### config.mk
export PLATFORM = sky130hd
export DESIGN_NAME = sdram_cmd_seq
export DESIGN_NICKNAME = d
export VERILOG_FILES = /design/src/rtl/sdram_seq_pkg.sv /design/src/rtl/sdram_bank_timer.sv /design/src/rtl/sdram_seq_fsm.sv /design/src/rtl/sdram_cmd_seq.sv
export SDC_FILE = /design/constraint.sdc
export NUM_CORES = 1
export LEC_CHECK = 0
export BUFFER_PORTS_ARGS = -buffer_cell sky130_fd_sc_hd__buf_2
export CAP_MARGIN = 25
export CORE_MARGIN = 4
export CORE_UTILIZATION = 50
export DETAILED_ROUTE_END_ITERATION = 16
export MAX_ROUTING_LAYER = met4
export PLACE_DENSITY = 0.78
export RECOVER_POWER = 25
export SETUP_SLACK_MARGIN = 0.5
export SYNTH_ARGS = -nofsm -noshare
export SYNTH_HDL_FRONTEND = slang
export SYNTH_SLANG_ARGS = --single-unit
export TNS_END_PERCENT = 1
### constraint.sdc
create_clock -name clk -period 8.8 [get_ports clk]
set_clock_uncertainty 0.15 [all_clocks]
set_input_delay 0.88 -clock clk [delete_from_list [all_inputs] [get_ports clk]]
set_output_delay 0.88 -clock clk [all_outputs]
set_load 0.02 [all_outputs]
### src/rtl/sdram_seq_pkg.sv
package sdram_seq_pkg;

    typedef enum logic [2:0] {
        REQ_ACT = 3'd0,
        REQ_RD  = 3'd1,
        REQ_WR  = 3'd2,
        REQ_PRE = 3'd3,
        REQ_MRS = 3'd4,
        REQ_REF = 3'd5,
        REQ_BST = 3'd6,
        REQ_RSV = 3'd7
    } req_op_e;

    typedef enum logic [1:0] {
        ST_READY     = 2'd0,
        ST_MODE_HOLD = 2'd1,
        ST_REF_HOLD  = 2'd2
    } seq_state_e;

    typedef struct packed {
        logic cs_n;
        logic ras_n;
        logic cas_n;
        logic we_n;
    } cmd_pins_t;

    localparam cmd_pins_t PINS_DESEL = cmd_pins_t'(4'b1111);
    localparam cmd_pins_t PINS_NOP   = cmd_pins_t'(4'b0111);
    localparam cmd_pins_t PINS_MRS   = cmd_pins_t'(4'b0000);
    localparam cmd_pins_t PINS_ACT   = cmd_pins_t'(4'b0011);
    localparam cmd_pins_t PINS_RD    = cmd_pins_t'(4'b0101);
    localparam cmd_pins_t PINS_WR    = cmd_pins_t'(4'b0100);
    localparam cmd_pins_t PINS_PRE   = cmd_pins_t'(4'b0010);
    localparam cmd_pins_t PINS_BST   = cmd_pins_t'(4'b0110);
    localparam cmd_pins_t PINS_REF   = cmd_pins_t'(4'b0001);

endpackage

### src/rtl/sdram_bank_timer.sv
module sdram_bank_timer #(
    parameter int T_RCD = 2,
    parameter int T_RAS = 5,
    parameter int T_RC  = 7,
    parameter int T_RP  = 2,
    parameter int T_DPL = 2,
    parameter int T_DAL = 5,
    parameter int CW    = 5
) (
    input  logic clk,
    input  logic rst_n,
    input  logic do_act,
    input  logic do_rd,
    input  logic do_wr,
    input  logic do_pre,
    input  logic auto_pc,
    output logic row_open,
    output logic rcd_ok,
    output logic pre_ok,
    output logic act_ok
);

    localparam logic [CW-1:0] L_RCD = CW'(T_RCD - 1);
    localparam logic [CW-1:0] L_RAS = CW'(T_RAS - 1);
    localparam logic [CW-1:0] L_RC  = CW'(T_RC - 1);
    localparam logic [CW-1:0] L_RP  = CW'(T_RP - 1);
    localparam logic [CW-1:0] L_DPL = CW'(T_DPL - 1);
    localparam logic [CW-1:0] L_DAL = CW'(T_DAL - 1);
    localparam logic [CW-1:0] D_DPL = CW'(T_DPL);
    localparam logic [CW-1:0] D_RP  = CW'(T_RP);
    localparam logic [CW-1:0] ONE   = CW'(1);

    logic [CW-1:0] rcd_q, pre_q, act_q;
    logic [CW-1:0] rcd_d, pre_d, act_d;
    logic [CW-1:0] rcd_n, pre_n, act_n;
    logic [CW-1:0] rd_base, wr_base, wr_sum, ld;
    logic          open_q, open_n;

    always_comb begin
        rcd_d = (rcd_q != '0) ? rcd_q - ONE : '0;
        pre_d = (pre_q != '0) ? pre_q - ONE : '0;
        act_d = (act_q != '0) ? act_q - ONE : '0;

        rcd_n = do_act ? L_RCD : rcd_d;

        pre_n = pre_d;
        if (do_act && (L_RAS > pre_n)) pre_n = L_RAS;
        if (do_wr && (L_DPL > pre_n))  pre_n = L_DPL;

        rd_base = (pre_q > ONE) ? pre_q : ONE;
        wr_base = (pre_q > D_DPL) ? pre_q : D_DPL;
        wr_sum  = wr_base + D_RP;

        ld = '0;
        if (do_act) ld = L_RC;
        if (do_pre) ld = L_RP;
        if (do_rd && auto_pc) ld = rd_base + L_RP;
        if (do_wr && auto_pc) ld = (wr_sum > CW'(T_DAL)) ? wr_sum - ONE : L_DAL;
        act_n = (act_d > ld) ? act_d : ld;

        open_n = open_q;
        if (do_act) open_n = 1'b1;
        if (do_pre || ((do_rd || do_wr) && auto_pc)) open_n = 1'b0;
    end

    always_ff @(posedge clk) begin
        if (!rst_n) begin
            rcd_q  <= '0;
            pre_q  <= '0;
            act_q  <= '0;
            open_q <= 1'b0;
        end else begin
            rcd_q  <= rcd_n;
            pre_q  <= pre_n;
            act_q  <= act_n;
            open_q <= open_n;
        end
    end

    assign row_open = open_q;
    assign rcd_ok   = (rcd_q == '0);
    assign pre_ok   = (pre_q == '0);
    assign act_ok   = (act_q == '0);


    col_after_rcd_chk: assert property (@(posedge clk) disable iff (!rst_n)
        (do_rd || do_wr) |-> (rcd_q == '0 && open_q));


    open_after_gap_chk: assert property (@(posedge clk) disable iff (!rst_n)
        do_act |-> (act_q == '0 && !open_q));


    close_after_ras_chk: assert property (@(posedge clk) disable iff (!rst_n)
        (do_pre && open_q) |-> (pre_q == '0));


    auto_close_chk: assert property (@(posedge clk) disable iff (!rst_n)
        ((do_rd || do_wr) && auto_pc) |=> !open_q);

endmodule

### src/rtl/sdram_seq_fsm.sv
module sdram_seq_fsm
    import sdram_seq_pkg::*;
#(
    parameter int T_MRD = 2,
    parameter int T_RFC = 7,
    parameter int T_RRD = 2,
    parameter int HW    = 4
) (
    input  logic clk,
    input  logic rst_n,
    input  logic do_mrs,
    input  logic do_ref,
    input  logic do_act,
    output logic cmd_ready,
    output logic rrd_ok
);

    localparam logic [HW-1:0] HOLD_MRS = (T_MRD > 1) ? HW'(T_MRD - 2) : '0;
    localparam logic [HW-1:0] HOLD_REF = (T_RFC > 1) ? HW'(T_RFC - 2) : '0;
    localparam logic [HW-1:0] L_RRD    = HW'(T_RRD - 1);

    seq_state_e    state_q, state_n;
    logic [HW-1:0] hold_q, hold_n;
    logic [HW-1:0] rrd_q, rrd_n;

    always_ff @(posedge clk) begin
        if (!rst_n) begin
            state_q <= ST_READY;
            hold_q  <= '0;
            rrd_q   <= '0;
        end else begin
            state_q <= state_n;
            hold_q  <= hold_n;
            rrd_q   <= rrd_n;
        end
    end

    always_comb begin
        state_n = state_q;
        hold_n  = hold_q;
        unique case (state_q)
            ST_READY: begin
                if (do_mrs && (T_MRD > 1)) begin
                    state_n = ST_MODE_HOLD;
                    hold_n  = HOLD_MRS;
                end else if (do_ref && (T_RFC > 1)) begin
                    state_n = ST_REF_HOLD;
                    hold_n  = HOLD_REF;
                end
            end
            ST_MODE_HOLD, ST_REF_HOLD: begin
                if (hold_q == '0) state_n = ST_READY;
                else              hold_n  = hold_q - HW'(1);
            end
            default: state_n = ST_READY;
        endcase
        rrd_n = do_act ? L_RRD : ((rrd_q != '0) ? rrd_q - HW'(1) : '0);
    end

    always_comb begin
        cmd_ready = (state_q == ST_READY);
        rrd_ok    = (rrd_q == '0);
    end


    mode_hold_chk: assert property (@(posedge clk) disable iff (!rst_n)
        (do_mrs && (T_MRD > 1)) |=> !cmd_ready);


    ref_hold_chk: assert property (@(posedge clk) disable iff (!rst_n)
        (do_ref && (T_RFC > 1)) |=> !cmd_ready);


    open_spacing_chk: assert property (@(posedge clk) disable iff (!rst_n)
        do_act |-> (rrd_q == '0 && state_q == ST_READY));

endmodule

### src/rtl/sdram_cmd_seq.sv
module sdram_cmd_seq
    import sdram_seq_pkg::*;
#(
    parameter int NUM_BANKS = 4,
    parameter int ROW_W     = 13,
    parameter int COL_W     = 9,
    parameter int T_RCD     = 2,
    parameter int T_RAS     = 5,
    parameter int T_RC      = 7,
    parameter int T_RP      = 2,
    parameter int T_RRD     = 2,
    parameter int T_MRD     = 2,
    parameter int T_DPL     = 2,
    parameter int T_DAL     = 5
) (
    input  logic                         clk,
    input  logic                         rst_n,
    input  logic                         req_valid,
    input  logic [2:0]                   req_op,
    input  logic [$clog2(NUM_BANKS)-1:0] req_bank,
    input  logic [ROW_W-1:0]             req_addr,
    input  logic                         req_flag,
    output logic                         req_ready,
    output logic                         req_error,
    output logic                         cs_n,
    output logic                         ras_n,
    output logic                         cas_n,
    output logic                         we_n,
    output logic [$clog2(NUM_BANKS)-1:0] ba,
    output logic [ROW_W-1:0]             addr,
    output logic [NUM_BANKS-1:0]         bank_open
);

    localparam int BA_W   = $clog2(NUM_BANKS);
    localparam int AP_BIT = 10;
    localparam int CW     = $clog2(T_RC + T_RAS + T_RP + T_DAL + T_DPL + 2);
    localparam int HW     = $clog2(T_MRD + T_RC + T_RRD + 2);

    req_op_e              op;
    logic [NUM_BANKS-1:0] bank_hit, open_w, rcd_ok, pre_ok, act_ok;
    logic [NUM_BANKS-1:0] do_act, do_rd, do_wr, do_pre;
    logic                 fsm_ready, rrd_ok, illegal, timing_ok, issue;
    cmd_pins_t            pins_n, pins_q;
    logic [BA_W-1:0]      ba_n, ba_q;
    logic [ROW_W-1:0]     addr_n, addr_q;

    assign op = req_op_e'(req_op);

    always_comb begin
        for (int b = 0; b < NUM_BANKS; b++) bank_hit[b] = (req_bank == BA_W'(b));
    end

    always_comb begin
        illegal   = 1'b0;
        timing_ok = 1'b0;
        unique case (op)
            REQ_ACT: begin
                illegal   = |(open_w & bank_hit);
                timing_ok = rrd_ok & |(act_ok & bank_hit);
            end
            REQ_RD, REQ_WR: begin
                illegal   = ~|(open_w & bank_hit);
                timing_ok = |(rcd_ok & bank_hit);
            end
            REQ_PRE: begin
                timing_ok = req_flag ? &(pre_ok | ~open_w)
                                     : |((pre_ok | ~open_w) & bank_hit);
            end
            REQ_MRS, REQ_REF: begin
                illegal   = |open_w;
                timing_ok = &act_ok;
            end
            REQ_BST: timing_ok = 1'b1;
            REQ_RSV: illegal   = 1'b1;
        endcase
    end

    assign req_ready = fsm_ready & (illegal | timing_ok);
    assign issue     = req_valid & req_ready & ~illegal;
    assign req_error = req_valid & req_ready & illegal;

    generate
        for (genvar b = 0; b < NUM_BANKS; b++) begin : g_bank
            assign do_act[b] = issue & (op == REQ_ACT) & bank_hit[b];
            assign do_rd[b]  = issue & (op == REQ_RD)  & bank_hit[b];
            assign do_wr[b]  = issue & (op == REQ_WR)  & bank_hit[b];
            assign do_pre[b] = issue & (op == REQ_PRE) & (req_flag | bank_hit[b]);

            sdram_bank_timer #(
                .T_RCD(T_RCD), .T_RAS(T_RAS), .T_RC(T_RC), .T_RP(T_RP),
                .T_DPL(T_DPL), .T_DAL(T_DAL), .CW(CW)
            ) u_timer (
                .clk     (clk),
                .rst_n   (rst_n),
                .do_act  (do_act[b]),
                .do_rd   (do_rd[b]),
                .do_wr   (do_wr[b]),
                .do_pre  (do_pre[b]),
                .auto_pc (req_flag),
                .row_open(open_w[b]),
                .rcd_ok  (rcd_ok[b]),
                .pre_ok  (pre_ok[b]),
                .act_ok  (act_ok[b])
            );
        end
    endgenerate

    sdram_seq_fsm #(
        .T_MRD(T_MRD), .T_RFC(T_RC), .T_RRD(T_RRD), .HW(HW)
    ) u_fsm (
        .clk      (clk),
        .rst_n    (rst_n),
        .do_mrs   (issue & (op == REQ_MRS)),
        .do_ref   (issue & (op == REQ_REF)),
        .do_act   (|do_act),
        .cmd_ready(fsm_ready),
        .rrd_ok   (rrd_ok)
    );

    always_comb begin
        pins_n = PINS_NOP;
        ba_n   = '0;
        addr_n = '0;
        if (issue) begin
            ba_n = req_bank;
            unique case (op)
                REQ_ACT: begin
                    pins_n = PINS_ACT;
                    addr_n = req_addr;
                end
                REQ_RD, REQ_WR: begin
                    pins_n = (op == REQ_RD) ? PINS_RD : PINS_WR;
                    addr_n[COL_W-1:0] = req_addr[COL_W-1:0];
                    addr_n[AP_BIT]    = req_flag;
                end
                REQ_PRE: begin
                    pins_n = PINS_PRE;
                    addr_n[AP_BIT] = req_flag;
                end
                REQ_MRS: begin
                    pins_n = PINS_MRS;
                    addr_n = req_addr;
                end
                REQ_REF: pins_n = PINS_REF;
                REQ_BST: pins_n = PINS_BST;
                REQ_RSV: pins_n = PINS_NOP;
            endcase
        end
    end

    always_ff @(posedge clk) begin
        if (!rst_n) begin
            pins_q <= PINS_DESEL;
            ba_q   <= '0;
            addr_q <= '0;
        end else begin
            pins_q <= pins_n;
            ba_q   <= ba_n;
            addr_q <= addr_n;
        end
    end

    assign cs_n      = pins_q.cs_n;
    assign ras_n     = pins_q.ras_n;
    assign cas_n     = pins_q.cas_n;
    assign we_n      = pins_q.we_n;
    assign ba        = ba_q;
    assign addr      = addr_q;
    assign bank_open = open_w;


    issue_drives_pins_chk: assert property (@(posedge clk) disable iff (!rst_n)
        issue |=> !cs_n);


    refuse_nop_chk: assert property (@(posedge clk) disable iff (!rst_n)
        req_error |=> ({cs_n, ras_n, cas_n, we_n} == 4'b0111));


    ref_all_closed_chk: assert property (@(posedge clk) disable iff (!rst_n)
        (issue && op == REQ_REF) |-> (open_w == '0 && act_ok == '1));

endmodule

==> out/summary.txt <==
status - finished with violations
violated checks - capacitance limit, slew limit
Die W - 129.1 µm
Peak VDD IR - 0.0001844 V
Simple-Gate Fraction of Synth Area - 0.2782
Setup CP Type - flip-flop to flip-flop
Final Cycle Share - 0.6664
Via Count - 6846
Total Wirelength - 18550 µm
drt initial violations - 699
Worst Tran Pin Value - 1.953 ns
H-tree depth - 3
final core utilization - 0.5598
Num Clock Sinks - 93
Async SR Flop Fraction - 0
gpl congestion - 0.9499
Initial Util - 0.5203
CP max FO - 12
LEAKAGE - 3.179 nW
post-route ant nets - 0
vias in the first global route - 6248
cell taking the most area after synthesis - dfxtp_1
pin count of the biggest net entering global routing - 40
Synth Area in XOR/XNOR - 0.05135
number of synthesized flops with an enable pin - 0
HP Class - flip-flop to flip-flop
Setup TNS - 0 ns
Max Cap Viol - 1
register area share after synthesis - 0.2538
Sw Share - 0.4886
Syn Nets - 1059
num ports - 47
GRT met2 Usage - 0.3576
CTS tree - done
placed insts - 1136
cts hold-fix bufs - 0
Clk Latency, worst-skew pair - 0.36 ns
fin nets - 1073
RSZ-0062 raised after global routing - false
Synth area leaders - dfxtp_1 (25%), ha_1 (14%), nor2_1 (5.1%)
share of post-route cells with drive strength above 1 - 0.07099
Compound-Gate Fraction of Synth Area - 0.1919
Synth top area share - 0.2538
met1 usage - 0.3042
TritonRoute pass-1 iters - 5
P_int - 1.610 mW
Die Span Y - 129.1 µm
min Tclk post-route - 5.864 ns
die area - 16670 µm²
largest family of logic cells by synthesized area - simple AND/OR/NAND/NOR gates
drt wl/cell - 16.06 µm
core box area - 14100 µm²
Commonest cells post-synth - nor2_1 (100), dfxtp_1 (93), ha_1 (84)
postcts setup bufs - 0
TritonCTS Buffers - 9
initial antenna violation count - 2
yosys warns - 0
Final Setup Violations - 0
total power - 3.149 mW
Tot GR Track Use - 0.2317
GR Overflow Total - 0
Max Clk Rate - 0.1705 GHz
dpl hpwl - 13770 µm
crit end category - flip-flop
Data arrival, critical path - 6.00 ns
Hold Vio Cnt, Final - 0
grt peak-use layer - met2
Rel. slew slack - -0.3022
Layout Area Growth over Synthesis - 7.591%
vias per inst - 5.927
CTS clk-pin slew, worst paths - 0.07 ns
Synth cell types - 71
post-synthesis register bit count - 93
Data required, critical path - 8.94 ns
top_reg_cell synth - dfxtp_1
first-pass GRT wire length - 30540 µm
critical path startpoint category - flip-flop
Avg Inst Size Synth - 7.696 µm²
most frequent cell after synthesis - nor2_1
adder-cell area share of the yosys netlist - 0.1433
Mapped Area - 7335 µm²
post-synthesis mux area share - 0.01945
Combinational Power Share - 0.635
post-CTS sizing - 0
Mapped Cells - 953
Psw - 1.539 mW
maximum clock path buffer count - 2
Clk pwr share - 0.136
Residual DRC - 0
Max Transition Viols Final - 40
num rows - 43
P per Cell Area - 399.0 nW/µm²
register share of total power - 0.229
root buf cell - clkbuf_16
number of port buffers - 46
Post-Layout Cell Count - 1155
met3 usage - 0.04864
power by group through the flow:
stage	combinational (mW)	clock [mW]	sequential [mW]
after CTS	1.99	0.437	0.718
after global placement	1.92	0	0.724
after floorplan	1.67	0	0.642
after detailed placement	1.97	0	0.727
final	2.00	0.429	0.721
after global routing	2.28	0.454	0.746
cell families after synthesis:
| family | after synthesis |
|---|---|
| xor+xnor | 43 |
| simple gates | 399 |
| fa+ha+maj | 84 |
| compound gates | 212 |
| flops | 93 |
| mux | 13 |
| buf+inv | 109 |
sequential cells by signal, summed over array words and instances, names as in the netlist, 2 cells and up:
name,count
g_bank.u_timer.pre_q,20
g_bank.u_timer.act_q,20
addr,13
u_fsm.state_q,2
u_fsm.rrd_q,4
ba,2
u_fsm.hold_q,4
g_bank.u_timer.rcd_q,20
g_bank.u_timer.row_open,4
per-layer routing:
layer,part of all wire,vias to the layer above
met5,0,-
met4,0.022,0
met3,0.068,34
met2,0.46,228
met1,0.45,3166
li1,-,3418
area by class of cell:
| cell class | count | area [µm²] |
|---|---|---|
| tap | 180 | 225.2 |
| inverter | 62 | 232.7 |
| sequential | 93 | 1862 |
| timing repair buffer | 50 | 224.0 |
| multi-input combinational | 751 | 5015 |
| clock inverter | 7 | 100.1 |
| antenna | 3 | 7.507 |
| clock buffer | 9 | 225.2 |
| fill | 1368 | 6205 |
path summary, 6_finish.rpt:
path	cells after the start	slack [ns]	start	to
min reg2reg	2	0.33	u_fsm.hold_q[2]	u_fsm.hold_q[2]
max	19	2.94	g_bank[0].u_timer.pre_q[0]	g_bank[3].u_timer.act_q[3]
min	2	0.33	u_fsm.hold_q[2]	u_fsm.hold_q[2]
max reg2reg	19	2.94	g_bank[0].u_timer.pre_q[0]	g_bank[3].u_timer.act_q[3]
metrics by stage:
stage | hold WS [ns] | instance area (µm²) | worst slack [ns]
5_1_grt | 0.3539 | 7889 | 2.581
6_report | 0.3325 | 7891 | 2.936
3_3_place_gp | 0.3123 | 7599 | 3.229
2_1_floorplan | 0.3003 | 7335 | 4.149
4_1_cts | 0.3383 | 7924 | 3.176
3_5_place_dp | 0.3283 | 7599 | 3.005
layout by cell type (no fill, tap or decap), types with 4 or more instances in the layout:
master and n:
buf_2 23, o211ai_1 9, a211oi_1 4, a211o_1 4, a221oi_1 5, nand2b_1 17, and3_1 18, o32ai_1 5
or2_2 7, o31ai_1 6, mux2i_1 12, nand3b_1 4, inv_1 58, and2_1 17, nor4b_2 4, or3_1 12
o21ai_0 32, dfxtp_1 93, o21a_1 18, nor3_1 52, nor2b_1 13, a21oi_1 66, a2111oi_0 6, nor4_1 10
a21o_1 6, nand2_1 79, ha_1 84, xor2_1 20, nand3_1 41, clkbuf_1 25, nor2_1 100, xnor2_1 23
nor4b_1 7, o22ai_1 11, clkbuf_16 9, a31oi_1 9
critical path, cell delays in order (launching register included):
cell and delay, ns:
dfxtp_1 0.38, inv_1 0.18, ha_1 0.25, nor4b_1 0.80, o32ai_1 0.16, nor4_1 0.20, or3_1 0.41, nor2_2 0.21
a211oi_1 0.68, o22ai_1 0.30, o22ai_1 0.23, ha_1 0.18, nor2b_1 0.04, o21a_1 0.16, o21a_1 0.16, o21a_1 0.16
o22ai_1 0.61, nor4b_1 0.31, a211oi_1 0.09, nor2_1 0.12
Note: power is estimated with default switching activity, not from simulation.
